File: src/rtl/evt_tmr_pkg.sv
package evt_tmr_pkg;

    localparam int REG_W     = 32;
    localparam int CNT_W     = 2 * REG_W;
    localparam int PS_W      = 3;
    localparam int STOP_LAT  = 2;

    // control bit positions (decoded by software)
    localparam int CTL_EN    = 0;
    localparam int CTL_LD    = 1;
    localparam int CTL_PS_LO = 4;
    localparam int CTL_OS    = 7;

    // shared and per-channel offsets
    localparam int OFF_IE    = 'h00;
    localparam int OFF_ST    = 'h04;
    localparam int CH_BASE   = 'h10;
    localparam int CH_STRIDE = 'h20;
    localparam int OFF_CTRL  = 'h00;
    localparam int OFF_ILO   = 'h04;
    localparam int OFF_IHI   = 'h08;
    localparam int OFF_CLO   = 'h0C;
    localparam int OFF_CHI   = 'h10;

    localparam logic [CNT_W-1:0] MIN_LOAD = CNT_W'(3);

    typedef struct packed {
        logic            oneshot;
        logic [PS_W-1:0] psel;
        logic            en;
    } ch_cfg_t;

    function automatic int reg_addr(int ch, int off);
        return CH_BASE + CH_STRIDE * ch + off;
    endfunction

    function automatic logic [CNT_W-1:0] clamp_load(logic [CNT_W-1:0] v);
        return (v < MIN_LOAD) ? MIN_LOAD : v;
    endfunction

    function automatic logic [REG_W-1:0] pack_ctrl(ch_cfg_t c);
        logic [REG_W-1:0] r;
        r = '0;
        r[CTL_EN] = c.en;
        r[CTL_PS_LO +: PS_W] = c.psel;
        r[CTL_OS] = c.oneshot;
        return r;
    endfunction

endpackage

File: src/rtl/evt_tmr_presc.sv
module evt_tmr_presc #(
    parameter int SEL_W = 3
) (
    input  logic             clk,
    input  logic             rst,
    input  logic             active,
    input  logic [SEL_W-1:0] sel,
    output logic             tick
);
    localparam int PRE_W = (1 << SEL_W) - 1;

    logic [PRE_W-1:0] pre_q;
    logic [PRE_W:0]   one_hot;
    logic [PRE_W-1:0] mask;

    always_comb begin
        one_hot = (PRE_W + 1)'(1) << sel;
        mask    = PRE_W'(one_hot - 1'b1);
        tick    = active && ((pre_q & mask) == mask);
    end

    always_ff @(posedge clk) begin
        if (rst || !active) pre_q <= '0;
        else                pre_q <= pre_q + 1'b1;
    end
endmodule

File: src/rtl/evt_tmr_chan.sv
module evt_tmr_chan
    import evt_tmr_pkg::*;
(
    input  logic             clk,
    input  logic             rst,
    input  logic             wr_ctrl,
    input  logic             wr_ilo,
    input  logic             wr_ihi,
    input  logic [REG_W-1:0] wdata,
    input  logic             tick,
    output ch_cfg_t          cfg,
    output logic [CNT_W-1:0] cnt,
    output logic [CNT_W-1:0] ivl,
    output logic             active,
    output logic             expire
);
    localparam int SC_W = $clog2(STOP_LAT + 1);

    logic [SC_W-1:0] stop_q;
    logic            load;

    always_comb begin
        load   = wr_ctrl && wdata[CTL_LD];
        expire = tick && (cnt == '0);
        active = cfg.en || (stop_q != '0);
    end

    always_ff @(posedge clk) begin
        if (rst) begin
            cfg    <= '0;
            cnt    <= '0;
            ivl    <= '0;
            stop_q <= '0;
        end else begin
            if (wr_ilo) ivl[REG_W-1:0]     <= wdata;
            if (wr_ihi) ivl[CNT_W-1:REG_W] <= wdata;

            if (wr_ctrl) begin
                cfg.en      <= wdata[CTL_EN];
                cfg.psel    <= wdata[CTL_PS_LO +: PS_W];
                cfg.oneshot <= wdata[CTL_OS];
                if (wdata[CTL_EN])                    stop_q <= '0;
                else if (cfg.en)                      stop_q <= SC_W'(STOP_LAT);
                else if (stop_q != '0)                stop_q <= stop_q - 1'b1;
            end else begin
                if (expire && cfg.oneshot) cfg.en <= 1'b0;
                if (stop_q != '0)          stop_q <= stop_q - 1'b1;
            end

            if (load)        cnt <= clamp_load(ivl);
            else if (expire) cnt <= cfg.oneshot ? '0 : clamp_load(ivl);
            else if (tick)   cnt <= cnt - 1'b1;
        end
    end
endmodule

File: src/rtl/evt_tmr_bank.sv
module evt_tmr_bank
    import evt_tmr_pkg::*;
#(
    parameter int NCH    = 4,
    parameter int ADDR_W = 8
) (
    input  logic              clk,
    input  logic              rst,
    input  logic              wr_en,
    input  logic              rd_en,
    input  logic [ADDR_W-1:0] addr,
    input  logic [REG_W-1:0]  wdata,
    output logic [REG_W-1:0]  rdata,
    output logic [NCH-1:0]    irq
);
    logic [NCH-1:0]             ie_q, stat_q;
    logic [NCH-1:0]             wr_ctrl, wr_ilo, wr_ihi;
    logic [NCH-1:0]             tick_v, active_v, expire_v, en_v, os_v;
    logic [NCH-1:0][CNT_W-1:0]  cnt_v, ivl_v;
    logic [NCH-1:0][REG_W-1:0]  shadow_q;
    ch_cfg_t                    cfg_v [NCH];
    logic                       wr_ie, wr_st;
    logic [REG_W-1:0]           rd_mux;

    always_comb begin
        wr_ie = wr_en && (addr == ADDR_W'(OFF_IE));
        wr_st = wr_en && (addr == ADDR_W'(OFF_ST));
        for (int n = 0; n < NCH; n++) begin
            wr_ctrl[n] = wr_en && (addr == ADDR_W'(reg_addr(n, OFF_CTRL)));
            wr_ilo[n]  = wr_en && (addr == ADDR_W'(reg_addr(n, OFF_ILO)));
            wr_ihi[n]  = wr_en && (addr == ADDR_W'(reg_addr(n, OFF_IHI)));
        end
    end

    for (genvar g = 0; g < NCH; g++) begin : g_ch
        evt_tmr_presc #(.SEL_W(PS_W)) u_presc (
            .clk    (clk),
            .rst    (rst),
            .active (active_v[g]),
            .sel    (cfg_v[g].psel),
            .tick   (tick_v[g])
        );
        evt_tmr_chan u_chan (
            .clk     (clk),
            .rst     (rst),
            .wr_ctrl (wr_ctrl[g]),
            .wr_ilo  (wr_ilo[g]),
            .wr_ihi  (wr_ihi[g]),
            .wdata   (wdata),
            .tick    (tick_v[g]),
            .cfg     (cfg_v[g]),
            .cnt     (cnt_v[g]),
            .ivl     (ivl_v[g]),
            .active  (active_v[g]),
            .expire  (expire_v[g])
        );
        assign en_v[g] = cfg_v[g].en;
        assign os_v[g] = cfg_v[g].oneshot;
    end

    // shared enable and status; an expiry outranks a clear
    always_ff @(posedge clk) begin
        if (rst) begin
            ie_q   <= '0;
            stat_q <= '0;
        end else begin
            if (wr_ie) ie_q <= wdata[NCH-1:0];
            stat_q <= (stat_q & ~(wr_st ? wdata[NCH-1:0] : '0)) | expire_v;
        end
    end

    assign irq = stat_q & ie_q;

    always_comb begin
        rd_mux = '0;
        if (addr == ADDR_W'(OFF_IE)) rd_mux[NCH-1:0] = ie_q;
        if (addr == ADDR_W'(OFF_ST)) rd_mux[NCH-1:0] = stat_q;
        for (int n = 0; n < NCH; n++) begin
            if (addr == ADDR_W'(reg_addr(n, OFF_CTRL))) rd_mux = pack_ctrl(cfg_v[n]);
            if (addr == ADDR_W'(reg_addr(n, OFF_ILO)))  rd_mux = ivl_v[n][REG_W-1:0];
            if (addr == ADDR_W'(reg_addr(n, OFF_IHI)))  rd_mux = ivl_v[n][CNT_W-1:REG_W];
            if (addr == ADDR_W'(reg_addr(n, OFF_CLO)))  rd_mux = cnt_v[n][REG_W-1:0];
            if (addr == ADDR_W'(reg_addr(n, OFF_CHI)))  rd_mux = shadow_q[n];
        end
    end

    always_ff @(posedge clk) begin
        if (rst) begin
            rdata    <= '0;
            shadow_q <= '0;
        end else if (rd_en) begin
            rdata <= rd_mux;
            for (int n = 0; n < NCH; n++)
                if (addr == ADDR_W'(reg_addr(n, OFF_CLO)))
                    shadow_q[n] <= cnt_v[n][CNT_W-1:REG_W];
        end
    end
endmodule

File: config.mk
export PLATFORM = sky130hd
export DESIGN_NAME = evt_tmr_bank
export DESIGN_NICKNAME = d
export VERILOG_FILES = /design/src/rtl/evt_tmr_pkg.sv /design/src/rtl/evt_tmr_presc.sv /design/src/rtl/evt_tmr_chan.sv /design/src/rtl/evt_tmr_bank.sv
export SDC_FILE = /design/constraint.sdc
export NUM_CORES = 2
export LEC_CHECK = 0
export CAP_MARGIN = 10
export CORE_MARGIN = 2
export CORE_UTILIZATION = 55
export CTS_BUF_LIST = sky130_fd_sc_hd__clkbuf_4
export DETAILED_ROUTE_END_ITERATION = 7
export PLACE_DENSITY = 0.71
export SLEW_MARGIN = 20
export SYNTH_ARGS = -nofsm -noshare
export SYNTH_HDL_FRONTEND = slang
export SYNTH_SLANG_ARGS = --single-unit
File: constraint.sdc
create_clock -name clk -period 4.61 [get_ports clk]
set_input_delay 1.1525 -clock clk [delete_from_list [all_inputs] [get_ports clk]]
set_output_delay 1.1525 -clock clk [all_outputs]
set_load 0.01 [all_outputs]
==> results.py <==
metrics = {
    "cts": {
        "cts_tree": "built",
        "numCtsBuffers": 192,
        "clk-insertion-delay-late_ns": 1.09,
        "cts_hold_buffers": 0,
        "clkTransAtPathRegs_ns": 0.08,
        "clock_path_buffers": 3,
        "cts_resized": 0,
        "root_buffer": "clkbuf_4",
        "clkSinkCount": 736,
        "cts-htree-levels": 4,
        "postCtsSetupBuffers": 0,
    },
    "floorplanning": {
        "die_height_um": 266.5,
        "start_util_pct": 55.43,
        "rows": 96,
        "dieArea_um2": 71000,
        "coreArea_um2": 68350,
        "io-pin-count": 80,
        "die_w_um": 266.5,
    },
    "worst_setup_path": {
        "cp.arrival_ns": 5.12,
        "cpMaxStageDelayCell": "or4b_2",
        "start_kind": "flip-flop",
        "worstSetupPathType": "reg2reg",
        "crit_chain": "inv_1 > ha_1 > or4b_2 > nor2_1 > nand3_2 > nor3_2 > a31oi_1 > or2_1 > nand2_1 > o21ai_0",
        "max_stage_delay_ns": 0.64,
        "cp_top_family": "simple AND/OR/NAND/NOR gates",
        "worstPathRequired_ns": 5.51,
        "path_max_fanout": 21,
        "setup.worst_path.end_class": "flip-flop",
        "cp_num_buf_inv": 1,
    },
    "pwr": {
        "total_power_uw": 13280,
        "peakVddDrop_uv": 207.9,
        "leakagePower_uw": 0.01519,
        "power.density_nw_per_um2": 314.9,
    },
    "timing": {
        "worstMarginPinSlew_ns": 1.313,
        "setup_viol": 0,
        "final.setup.tns_ns": 0,
        "maxSlewHeadroom_pct": 12.21,
        "rsz0062_at_grt": "no",
        "fin_crit_sh_pct": 91.59,
        "finClkSkew_ns": 0.07264,
        "min_period_ns": 4.222,
        "hold_viol": 0,
        "slew_violations": 0,
        "clock.fmax_mhz": 236.8,
    },
    "grt": {
        "grt_max_degree": 67,
        "antenna_found_initial": 8,
        "grt_pass1_wl_mm": 270.2,
        "grt_pass1_vias": 39280,
        "grt_overflow": 0,
        "track_usage_pct": 51.79,
    },
    "synth": {
        "ys_warn_count": 0,
        "postSynthAreaPerCell_um2": 7.277,
        "synth_flop_cell": "dfxtp_1",
        "async_flop_share_pct": 0,
        "ys_ff_latch": 736,
        "ys_seq_area_share_pct": 38.89,
        "ys_types": 90,
        "synth_nets": 5258,
        "synth_cells": 5206,
        "synth-edff-count": 0,
        "synth.cell_area_um2": 37890,
    },
    "place": {
        "numPortBuffers": 79,
        "place_inst": 5919,
        "dp.final_hpwl_mm": 135.8,
        "routabilityCongestion": 1.091,
        "place_area_um2": 39720,
    },
    "routing": {
        "viasPerCell": 7.070,
        "drtPass1Iterations": 8,
        "wl_per_cell_um": 30.38,
        "drt_wl_total_mm": 190.2,
        "vias": 44280,
        "ant_nets": 0,
        "drc_errors": 7,
        "drt_iter0_drc": 7943,
    },
    "finish": {
        "instances_no_fill": 6262,
        "finalNetCount": 5283,
        "design_area_um2": 42180,
        "layout_common_cells": "nand2_1 (1,066), a21oi_1 (786), dfxtp_1 (736), o21ai_0 (341), nor2_1 (334)",
        "syn_to_final_growth_pct": 11.33,
        "drive_gt1_share_pct": 10.90,
        "fin_util_pct": 61.72,
        "fill_cells": 6390,
        "layout.cells.most_common": "nand2_1",
    },
    "flow_run": {
        "max-cap-violations": 0,
    },
    "outcome": {
        "outcome": "complete, but fails checks",
        "violations": "design-rule violations",
    },
    "worst_hold_path": {
        "hold_path.class": "reg2reg",
    },
}
==> sequential cells by signal (all words and copies together), names as in the netlist <==
register            flops
g_ch.u_chan.cnt       256
g_ch.u_chan.ivl       256
shadow_q              128
rdata                  32
g_ch.u_presc.pre_q     28
g_ch.u_chan.cfg        20
g_ch.u_chan.stop_q      8
ie_q                    4
stat_q                  4
==> per-layer routing <==
layer	wire [um]	part of all wire (%)	track usage, %	up-vias
li1	-	-	-	19050
met1	68130	36	65.98	20440
met2	75270	40	71.08	3765
met3	27790	15	16.51	1009
met4	18790	9.9	42.04	10
met5	261	0.14	2.148	-
==> cells by family (layout without fill, tap and decap cells) <==
group / Yosys count / count (layout) / share of synthesized area, %
buffers and inverters: 502 / 670 / 5.261
XOR/XNOR: 68 / 68 / 1.572
adder cells (fa/ha/maj): 8 / 8 / 0.2642
AO/OA/AOI/OAI: 1694 / 1694 / 27.06
flip-flops: 736 / 736 / 38.89
other: 0 / 6 / 0
AND/OR/NAND/NOR: 2178 / 2178 / 26.32
multiplexers: 20 / 20 / 0.6341
==> final timing paths <==
kind,from,to,slack [ns],cells after the start
hold reg to reg,shadow_q[107],shadow_q[107],0.45,2
setup reg to reg,g_ch[1].u_chan.cnt[1],g_ch[1].u_chan.cnt[45],0.39,10
setup / recovery,g_ch[1].u_chan.cnt[1],g_ch[1].u_chan.cnt[45],0.39,10
hold / removal,shadow_q[107],shadow_q[107],0.45,2
==> cell type report <==
class	count	area (um2)	area share, %
sequential	736	14730	34.93
clock buffer	277	2079	4.930
tap	882	1104	2.616
clock inverter	60	364.1	0.8632
inverter	58	217.7	0.5161
multi-input combinational	3968	21290	50.47
antenna	6	15.01	0.03560
timing repair buffer	275	2380	5.642
==> Yosys cell counts, drive strengths merged (37+ instances only) <==
cell	count	area share, %
nor2	346	3.4
nor4	150	2.6
buf	53	0.74
a221oi	65	1.5
inv	58	0.57
a221o	40	1.1
clkbuf	391	3.9
o21ai	349	4.6
nand2	1068	11
dfxtp	736	39
or3	81	1.3
a211oi	45	0.89
xor2	39	0.90
nand4	52	0.88
o22ai	53	0.88
nor3	202	2.7
a22oi	66	1.3
nand3	95	1.3
a21oi	788	10
o211ai	37	0.73
==> tightest hold or removal path, cell delays in order, from the launching register on <==
cell	delay [ns]
dfxtp_1	0.31
nand2_1	0.05
a21oi_1	0.05
==> through the flow <==
step | hold WS, ns | worst slack (ns)
2_1_floorplan | 0.4318 | 1.049
4_1_cts | 0.4527 | 0.5007
5_1_grt | 0.4707 | 0.1291
3_3_place_gp | 0.4377 | 0.2008
6_report | 0.4542 | 0.3875
3_5_place_dp | 0.4434 | 0.1777
==> where the power goes <==
part | total, uW | internal [uW] | switching (uW)
Combinational | 993 | 301 | 692
Sequential | 6420 | 6380 | 39.1
Clock | 5870 | 2980 | 2900
(Power assumes the default switching activity.)
